--- config.mk ---
export PLATFORM = sky130hd
export DESIGN_NAME = vec_loop_state
export DESIGN_NICKNAME = d
export VERILOG_FILES = /design/src/rtl/vls_pkg.sv /design/src/rtl/vls_range_chk.sv /design/src/rtl/vls_loop_step.sv /design/src/rtl/vls_req_unit.sv /design/src/rtl/vec_loop_state.sv
export SDC_FILE = /design/constraint.sdc
export NUM_CORES = 1
export LEC_CHECK = 0
export ABC_AREA = 1
export BUFFER_PORTS_ARGS = -buffer_cell sky130_fd_sc_hd__buf_2
export CAP_MARGIN = 20
export CORE_ASPECT_RATIO = 0.9
export CORE_MARGIN = 2
export CORE_UTILIZATION = 45
export DETAILED_ROUTE_END_ITERATION = 10
export PLACE_DENSITY = 0.66
export SLEW_MARGIN = 30
export SYNTH_ARGS = -nofsm -noshare
export SYNTH_HDL_FRONTEND = slang
export SYNTH_SLANG_ARGS = --single-unit
--- constraint.sdc ---
create_clock -name clk -period 4.81 [get_ports clk]
set_clock_uncertainty 0.05 [all_clocks]
set_input_delay 0.2405 -clock clk [delete_from_list [all_inputs] [get_ports clk]]
set_output_delay 0.2405 -clock clk [all_outputs]
set_load 0.01 [all_outputs]
--- src/rtl/vls_pkg.sv ---
package vls_pkg;

  localparam int OFFS_W  = 6;
  localparam int SUB_W   = 2;
  localparam int WORD_W  = 32;
  localparam logic [OFFS_W-1:0] VL_REG_LAST = 6'd31;

  // field positions (neighbours decode them)
  localparam int MV_LSB  = 0;
  localparam int VL_LSB  = 6;
  localparam int SRC_LSB = 12;
  localparam int DST_LSB = 18;
  localparam int SV_LSB  = 24;
  localparam int DSV_LSB = 26;

  typedef struct packed {
    logic [3:0]        rsvd;
    logic [SUB_W-1:0]  dsvoffs;
    logic [SUB_W-1:0]  subvl;
    logic [OFFS_W-1:0] destoffs;
    logic [OFFS_W-1:0] srcoffs;
    logic [OFFS_W-1:0] vl;
    logic [OFFS_W-1:0] maxvl;
  } vstate_t;

  typedef enum logic [2:0] {
    OP_RD_STATE  = 3'd0,
    OP_WR_STATE  = 3'd1,
    OP_GET_MVL   = 3'd2,
    OP_SET_MVL   = 3'd3,
    OP_GET_VL    = 3'd4,
    OP_SET_VL    = 3'd5,
    OP_GET_SUBVL = 3'd6,
    OP_SET_SUBVL = 3'd7
  } vls_op_e;

  function automatic logic [OFFS_W-1:0] offs_limit(input logic [OFFS_W-1:0] v,
                                                  input logic [OFFS_W-1:0] cnt);
    logic [OFFS_W-1:0] top;
    top = cnt - 6'd1;
    return (v > top) ? top : v;
  endfunction

  function automatic logic [SUB_W-1:0] sub_limit(input logic [SUB_W-1:0] v,
                                                 input logic [SUB_W-1:0] code);
    return (v > code) ? code : v;
  endfunction

endpackage

--- src/rtl/vls_range_chk.sv ---
module vls_range_chk #(
  parameter int XLEN = 32
) (
  input  logic [XLEN-1:0] val,
  input  logic [5:0]      limit,
  output logic [5:0]      clamped
);
  always_comb begin
    if (val == '0)
      clamped = 6'd1;
    else if (val > XLEN'(limit))
      clamped = limit;
    else
      clamped = val[5:0];
  end
endmodule

--- src/rtl/vls_loop_step.sv ---
module vls_loop_step #(
  parameter int OFFS_W = 6,
  parameter int SUB_W  = 2
) (
  input  logic [OFFS_W-1:0] src,
  input  logic [OFFS_W-1:0] dst,
  input  logic [SUB_W-1:0]  sub,
  input  logic [SUB_W-1:0]  sub_code,
  input  logic [OFFS_W-1:0] cnt,
  output logic [OFFS_W-1:0] nxt_src,
  output logic [OFFS_W-1:0] nxt_dst,
  output logic [SUB_W-1:0]  nxt_sub,
  output logic              wrap
);
  logic [OFFS_W-1:0] last_el;
  logic              sub_end;
  logic              el_end;

  assign last_el = cnt - OFFS_W'(1);
  assign sub_end = (sub >= sub_code);
  assign el_end  = (src >= last_el);

  always_comb begin
    nxt_src = src;
    nxt_dst = dst;
    nxt_sub = sub;
    wrap    = 1'b0;
    if (!sub_end) begin
      nxt_sub = sub + SUB_W'(1);
    end else if (el_end) begin
      nxt_src = '0;
      nxt_dst = '0;
      nxt_sub = '0;
      wrap    = 1'b1;
    end else begin
      nxt_sub = '0;
      nxt_src = src + OFFS_W'(1);
      nxt_dst = (dst >= last_el) ? '0 : dst + OFFS_W'(1);
    end
  end
endmodule

--- src/rtl/vls_req_unit.sv ---
module vls_req_unit
  import vls_pkg::*;
#(
  parameter int XLEN = 32
) (
  input  vstate_t         cur,
  input  logic [5:0]      cur_cnt,
  input  logic [2:0]      op,
  input  logic [XLEN-1:0] wdata,
  input  logic [XLEN-1:0] sreg,
  output vstate_t         nxt,
  output logic [5:0]      nxt_cnt,
  output logic            bad,
  output logic [XLEN-1:0] rsp
);
  localparam logic [5:0] MV_CAP = 6'(XLEN);

  logic [5:0] w_mv, w_vl, w_src, w_dst;
  logic [1:0] w_sv, w_dsv;
  logic [5:0] mv_w, vl_w, cnt_w, cnt_set, mv_new, cnt_mv;
  logic       set_ok;

  assign w_mv  = wdata[MV_LSB  +: 6];
  assign w_vl  = wdata[VL_LSB  +: 6];
  assign w_src = wdata[SRC_LSB +: 6];
  assign w_dst = wdata[DST_LSB +: 6];
  assign w_sv  = wdata[SV_LSB  +: 2];
  assign w_dsv = wdata[DSV_LSB +: 2];

  assign mv_w = (w_mv == 6'd0) ? 6'd1 : ((w_mv > MV_CAP) ? MV_CAP : w_mv);
  assign vl_w = (w_vl > VL_REG_LAST) ? VL_REG_LAST : w_vl;

  vls_range_chk #(.XLEN(XLEN)) u_chk_wr (
    .val(sreg), .limit(mv_w), .clamped(cnt_w)
  );

  vls_range_chk #(.XLEN(XLEN)) u_chk_set (
    .val(sreg), .limit(cur.maxvl), .clamped(cnt_set)
  );

  assign set_ok = (XLEN'(cnt_set) == sreg);

  always_comb begin
    if (wdata >= XLEN'(cur.maxvl)) mv_new = cur.maxvl;
    else if (wdata == '0)          mv_new = 6'd1;
    else                           mv_new = wdata[5:0];
  end
  assign cnt_mv = (cur_cnt > mv_new) ? mv_new : cur_cnt;

  always_comb begin
    nxt     = cur;
    nxt_cnt = cur_cnt;
    bad     = 1'b0;
    rsp     = '0;
    unique case (vls_op_e'(op))
      OP_RD_STATE: rsp = XLEN'(cur);
      OP_WR_STATE: begin
        rsp          = XLEN'(cur);
        nxt.maxvl    = mv_w;
        nxt.vl       = vl_w;
        nxt_cnt      = (vl_w == 6'd0) ? 6'd1 : cnt_w;
        nxt.srcoffs  = offs_limit(w_src, nxt_cnt);
        nxt.destoffs = offs_limit(w_dst, nxt_cnt);
        nxt.subvl    = w_sv;
        nxt.dsvoffs  = sub_limit(w_dsv, w_sv);
        nxt.rsvd     = '0;
      end
      OP_GET_MVL: rsp = XLEN'(cur.maxvl);
      OP_SET_MVL: begin
        rsp          = XLEN'(cur.maxvl);
        nxt.maxvl    = mv_new;
        nxt_cnt      = cnt_mv;
        nxt.srcoffs  = offs_limit(cur.srcoffs, cnt_mv);
        nxt.destoffs = offs_limit(cur.destoffs, cnt_mv);
      end
      OP_GET_VL: rsp = XLEN'(cur.vl);
      OP_SET_VL: begin
        if (wdata > XLEN'(VL_REG_LAST)) begin
          bad = 1'b1;
          rsp = XLEN'(cur.vl);
        end else if (wdata == '0) begin
          rsp          = '0;
          nxt.vl       = '0;
          nxt_cnt      = 6'd1;
          nxt.srcoffs  = '0;
          nxt.destoffs = '0;
        end else if (!set_ok) begin
          bad = 1'b1;
          rsp = XLEN'(cur.vl);
        end else begin
          rsp          = wdata;
          nxt.vl       = wdata[5:0];
          nxt_cnt      = cnt_set;
          nxt.srcoffs  = offs_limit(cur.srcoffs, cnt_set);
          nxt.destoffs = offs_limit(cur.destoffs, cnt_set);
        end
      end
      OP_GET_SUBVL: rsp = XLEN'(cur.subvl);
      OP_SET_SUBVL: begin
        rsp         = XLEN'(cur.subvl);
        nxt.subvl   = wdata[1:0];
        nxt.dsvoffs = sub_limit(cur.dsvoffs, wdata[1:0]);
      end
      default: rsp = '0;
    endcase
  end
endmodule

--- src/rtl/vec_loop_state.sv ---
module vec_loop_state
  import vls_pkg::*;
#(
  parameter int XLEN = 32
) (
  input  logic            clk,
  input  logic            rst,
  input  logic            req_valid,
  input  logic [2:0]      req_op,
  input  logic [XLEN-1:0] req_wdata,
  input  logic [XLEN-1:0] vl_reg_value,
  input  logic            step,
  output logic            rsp_valid,
  output logic [XLEN-1:0] rsp_data,
  output logic            illegal,
  output logic            done,
  output logic [XLEN-1:0] state_word,
  output logic [5:0]      elem_count,
  output logic [5:0]      src_idx,
  output logic [5:0]      dst_idx,
  output logic [1:0]      sub_idx,
  output logic            scalar_mode
);
  localparam vstate_t RST_STATE = '{rsvd: '0, dsvoffs: '0, subvl: '0,
                                    destoffs: '0, srcoffs: '0, vl: '0,
                                    maxvl: 6'(XLEN)};

  vstate_t         st_q, st_req;
  logic [5:0]      cnt_q, cnt_req;
  logic            req_bad;
  logic [XLEN-1:0] req_rsp;
  logic [5:0]      lp_src, lp_dst;
  logic [1:0]      lp_sub;
  logic            lp_wrap;
  logic            rsp_valid_q, illegal_q, done_q;
  logic [XLEN-1:0] rsp_data_q;

  vls_req_unit #(.XLEN(XLEN)) u_req (
    .cur(st_q), .cur_cnt(cnt_q), .op(req_op), .wdata(req_wdata),
    .sreg(vl_reg_value), .nxt(st_req), .nxt_cnt(cnt_req),
    .bad(req_bad), .rsp(req_rsp)
  );

  vls_loop_step #(.OFFS_W(OFFS_W), .SUB_W(SUB_W)) u_loop (
    .src(st_q.srcoffs), .dst(st_q.destoffs), .sub(st_q.dsvoffs),
    .sub_code(st_q.subvl), .cnt(cnt_q),
    .nxt_src(lp_src), .nxt_dst(lp_dst), .nxt_sub(lp_sub), .wrap(lp_wrap)
  );

  always_ff @(posedge clk) begin
    if (rst) begin
      st_q        <= RST_STATE;
      cnt_q       <= 6'd1;
      rsp_valid_q <= 1'b0;
      rsp_data_q  <= '0;
      illegal_q   <= 1'b0;
      done_q      <= 1'b0;
    end else begin
      rsp_valid_q <= req_valid;
      illegal_q   <= req_valid && req_bad;
      done_q      <= 1'b0;
      if (req_valid) begin
        rsp_data_q <= req_rsp;
        if (!req_bad) begin
          st_q  <= st_req;
          cnt_q <= cnt_req;
        end
      end else if (step) begin
        st_q.srcoffs  <= lp_src;
        st_q.destoffs <= lp_dst;
        st_q.dsvoffs  <= lp_sub;
        done_q        <= lp_wrap;
      end
    end
  end

  assign rsp_valid   = rsp_valid_q;
  assign rsp_data    = rsp_data_q;
  assign illegal     = illegal_q;
  assign done        = done_q;
  assign state_word  = XLEN'(st_q);
  assign elem_count  = cnt_q;
  assign src_idx     = st_q.srcoffs;
  assign dst_idx     = st_q.destoffs;
  assign sub_idx     = st_q.dsvoffs;
  assign scalar_mode = (st_q.vl == '0);
endmodule

# Word level (Yosys, flattened, before mapping)
# Cells that the tools add are included.
word_totals:
  word_cells: 133
  register_bits: 69
  out_inout_bits: 88
classes:
  eq_ne: 20
  n_reduce_logical: 24
  n_addsub: 7
  order_cmp: 18
  bitwise: 3
  mux: 50
op_table:
  columns: ["cell", "count"]
  rows:
  - ["$pmux W32 S5", 1]
  - ["$mux W6", 25]
  - ["$mux W32", 3]
  - ["$gt A32 B6 Y1", 2]
  - ["$logic_not A32 Y1", 2]
  - ["$mux W18", 3]
  - ["$gt A6 B6 Y1", 7]
  - ["$pmux W12 S3", 1]
  - ["$eq A6 B32 Y1", 1]
  - ["$ge A32 B6 Y1", 1]
  - ["$gt A32 B5 Y1 const B", 1]
  - ["$mux W28", 1]
  - ["$mux W12", 2]
  - ["$pmux W6 S2", 2]
  - ["$sub A6 B1 Y6 const B", 4]
  - ["$logic_not A6 Y1", 3]
  - ["$pmux W6 S3", 1]
  - ["$reduce_and A8 Y1", 2]
  - ["$add A6 B1 Y6 const B", 2]
  - ["$eq A3 B3 Y1 const B", 4]
  - ["$ge A6 B6 Y1", 2]
  - ["$ne A4 B2 Y1 const B", 3]
  - ["$mux W2", 5]
  - ["$reduce_and A5 Y1", 2]
  - ["other kinds (23)", 42]

# Logic depth before layout (Yosys ltp)
logic_depth:
  depth_word: 13
  mapped_depth: 40
  depth_no_buf: 38

# Modules after synthesis
# A second synthesis with hierarchy kept.
unflattened:
  cells_unflattened: 1398
  hier_area_um2: 8600.7
by_module_without_submodules:
  columns: ["module", "cells_each", "area_per_inst_um2", "n_inst"]
  rows:
  - ["vls_req_unit", 663, 3656.0, 1]
  - ["vec_loop_state", 388, 3004.1, 1]
  - ["vls_range_chk", 99, 556.8, 2]
  - ["vls_loop_step", 149, 827.0, 1]

# Worst setup path before layout
# OpenSTA, ideal clock, no wires.
synth_path:
  path_kind: "reg2reg"
  from: "register st_q (netlist bit state_word[1])"
  to: "register st_q (netlist bit src_idx[1])"
  setup_slack_ns: 0.485
  arrival_time_ns: 4.159
  synth_period_minus_slack_ns: 4.325
  path_buffers: 3
  stages_incl_launch_ff: 37
  path_cell_list: "dfxtp_1 > inv_1 > ha_1 > nand2_1 > nand3_1 > nand2_1 > nand2_1 > nand2_2 > nand3_2 > buf_6 > o21ai_0 > inv_1 > ha_1 > inv_1 > o21bai_1 > nand3_1 > nand3_4 > nand2_2 > buf_6 > nand2_2 > nand2_2 > nor2_4 > nor2_1 > nor2_1 > ha_1 > a21oi_1 > o21bai_1 > nand2_1 > nand3_1 > nand2_1 > nand2_1 > nand2_1 > nand3_2 > nand2_2 > buf_6 > a21oi_1 > nor2_2"
synth_between:
  elab_chain_len: 11
  elab_cells_between_ends: 29
  classes_between: "add/sub: 2; order compare: 5; eq/ne: 5; mux: 16; reduce/logical: 1"
synth_lines:
  columns: ["element", "line", "text"]
  rows:
  - ["from (decl)", "vec_loop_state.sv:28", "vstate_t st_q, st_req;"]
  - ["from (signal assigned)", "vec_loop_state.sv:65", "st_q <= st_req;"]
  - ["branches (longest 11 deep; another with $ge A32 B6 Y1)", null, null]
# Parallel ways; which one is timed is not known. The select of a mux whose other input is x is not followed.
# A chain may end at the register's enable or synchronous reset.

# Worst setup path in the final report
layout_path:
  from: "register st_q (netlist bit state_word[5])"
  to: "register st_q (netlist bit src_idx[5])"
# Same word-level chain as after synthesis.

==> metrics.yaml <==
clocking:
  clk_path_buf_depth: 2
  cts_hold_buf: 0
  cts.clk_slew.worst_paths_ns: 0.06
  cts_root_buf: "clkbuf_16"
  htree_levels: 3
  cts_buffers: 9
  clk_latency_ns: 0.35
  cts_tree: "yes"
  cts.sinks: 69
power:
  vdd.ir_drop.worst_mv: 0.187
  finalPower_mw: 2.10
  power_leakage_nw: 4.24
  pwr_density_cell_mw_per_mm2: 257
synth:
  ys_types: 48
  yosys_warnings: 0
  synth_common_cells: "nand2_1, inv_1, nand3_1, nor2_1, o21ai_0"
  synth_area_leaders: "dfxtp_1, nand2_1, ha_1"
  async_flop_share_pct: 0
  ys_ff_latch: 69
  syn_avg_cell_area_um2: 6.38
  yosysSeqAreaShare_pct: 20.1
  synth_top_area_share_pct: 20.1
  synth.most_common_cell: "nand2_1"
  netlist_instances: 1079
  synth-main-ff-cell: "dfxtp_1"
  syn-cell-area_mm2: 0.00688
  synth_top_cell_by_area: "dfxtp_1"
  synth-edff-count: 0
critical_path:
  cp-end-kind: "flip-flop"
  path_delay_family: "simple AND/OR/NAND/NOR gates"
  cp_num_buf_inv: 4
  slowest_delay_ns: 0.38
  reg2reg_depth: 33
  cp-start-kind: "flip-flop"
  r2r-end: "src_idx[5]$_SDFFE_PP0P_"
  crit_type: "flip-flop to flip-flop"
  critPathMaxFanout: 11
  required_ns: 5.04
  crit_path_top_delay_cell: "dfxtp_2"
  rrSetupSlack_ns: 0.40
  crit_path_frequent_cell: "nand2_1"
  reg2reg_from: "state_word[5]$_SDFFE_PP1P_"
  critPathArrivalTime_ns: 4.64
global_route:
  grt_pass1_wl_mm: 36.8
  grtUsageTotal_pct: 28.9
  grt-ovfl-total: 0
  grt_max_degree: 30
  antenna_found_initial: 0
  grt_pass1_vias: 7281
floorplan:
  coreArea_mm2: 0.0148
  row_count: 42
  initial_core_util_pct: 46.4
  die_h_um: 121
  die_area_mm2: 0.0163
  dieWidth_um: 134
  io_pins: 159
final_layout:
  instances_no_fill: 1433
  multiInputGateArea_mm2: 0.00480
  drive_gt1_share_pct: 21.6
  stdcell_area_mm2: 0.00817
  seqCellArea_mm2: 0.00138
  area_delta_synth_final_pct: 18.7
  fill_cells: 1546
  fin_util_pct: 55.1
  nets: 1368
  antennaDiodeCount: 0
sta:
  fin_crit_sh_pct: 91.6
  max_freq_mhz: 227
  report.final.slew_viol_count: 0
  finalSetupViolCount: 0
  period_needed_ns: 4.41
  tns_ns: 0
  slew_headroom_pct: 43.3
  worst_slew_pin_slew_ns: 0.849
  finalHoldViolations: 0
routing:
  route.detailed.drc: 0
  wire_per_inst_um: 16.3
  vias: 7838
  first_pass_iters: 5
  finalWirelength_mm: 23.4
  via_per_inst: 5.47
  antenna_left: 0
  drtIter0Drc: 495
placed_design:
  place_area_mm2: 0.00785
  gp_congestion: 0.981
  portBuffers: 154
  dp_cells: 1417
  place_hpwl_mm: 18.5
outcome:
  status: "completed"
worst_hold_path:
  hold_end: "done$_SDFF_PP0_"
  hold_depth: 3
  hp-class: "input pin to flip-flop"
  worstHoldStart: "step"
flow_run:
  maxCapViolations: 0
how the worst max path moves through the flow:
| stage | start | end | slack (ns) | depth (start not counted) |
|---|---|---|---|---|
| 6_report | state_word[5]$_SDFFE_PP1P_ | src_idx[5]$_SDFFE_PP0P_ | 0.40 | 33 |
| 5_1_grt | req_wdata[0] | dst_idx[1]$_SDFFE_PP0P_ | -0.02 | 29 |
| 4_1_cts | state_word[5]$_SDFFE_PP1P_ | src_idx[5]$_SDFFE_PP0P_ | 0.28 | 31 |
| 3_5_place_dp | req_wdata[0] | dst_idx[2]$_SDFFE_PP0P_ | 0.02 | 30 |
| 3_3_place_gp | req_wdata[2] | dst_idx[2]$_SDFFE_PP0P_ | 0.15 | 30 |
| 2_1_floorplan | state_word[1]$_SDFFE_PP0P_ | src_idx[1]$_SDFFE_PP0P_ | 0.48 | 36 |
worst register-to-register path: cells and delay by family, from the launching register on:
| kind | cells | cell delay [ns] |
|---|---|---|
| flops | 1 | 0.38 |
| simple gates | 24 | 2.45 |
| fa+ha+maj | 3 | 0.75 |
| compound gates | 2 | 0.23 |
| buf+inv | 4 | 0.48 |
placed cells by master (no fill, tap or decap), types with 6 or more instances in the layout:
master / count
xor2_1: 11
o21ai_2: 6
o21ai_0: 67
clkbuf_16: 9
a21oi_1: 63
o21bai_1: 6
nor2_2: 17
nand2_2: 16
nand2_1: 251
nor2_4: 6
nor2_1: 98
ha_1: 67
o21a_1: 7
nand4_1: 19
inv_1: 128
a32o_1: 22
o211ai_1: 7
nand3_2: 11
buf_2: 154
nand3_1: 100
nor3_1: 10
dfxtp_1: 67
buf_4: 25
cells by family after synthesis:
group	share of synthesized area, %
AO/OA/AOI/OAI	17.9
XOR/XNOR	2.16
adder cells (fa/ha/maj)	12.2
buffers and inverters	11.0
flip-flops	20.1
other	0.0545
AND/OR/NAND/NOR	36.6
area by class of cell:
class / count / area share (%)
Clock buffer: 9 / 2.76
Clock inverter: 7 / 0.689
Inverter: 133 / 6.11
Multi-Input combinational cell: 838 / 58.7
Sequential cell: 69 / 16.9
Tap cell: 198 / 3.03
Timing Repair Buffer: 179 / 11.7
per-layer routing:
metal	GRT usage, %	vias to the layer above	wire length (um)
li1	-	3911	-
met1	39.1	3555	10500
met2	45.4	324	10200
met3	6.68	48	2110
met4	9.34	0	547
met5	0	-	0
state kept, by name (all words and copies together), names as in the netlist:
register / flops
state_word: 14
rsp_valid: 1
elem_count: 6
rsp_data: 32
illegal: 1
done: 1
src_idx: 6
sub_idx: 2
dst_idx: 6
power breakdown:
group          internal [mW]  switching [mW]  total [mW]  leakage, nW
clock                  0.356           0.291       0.647        0.142
sequential             0.599          0.0532       0.653        0.562
combinational          0.300           0.501       0.801         3.54
through the flow:
step	worst slack, ns	hold slack, ns
2_1_floorplan	0.485	0.330
3_3_place_gp	0.146	0.374
3_5_place_dp	0.0196	0.379
4_1_cts	0.283	0.0851
5_1_grt	-0.0244	0.107
6_report	0.402	0.0945
timing repair:
item | in CTS | in global routing
buffers inserted | 0 | 0
setup endpoints to repair | 0 | 12
resized for setup | 0 | 11
(Power assumes the default switching activity.)
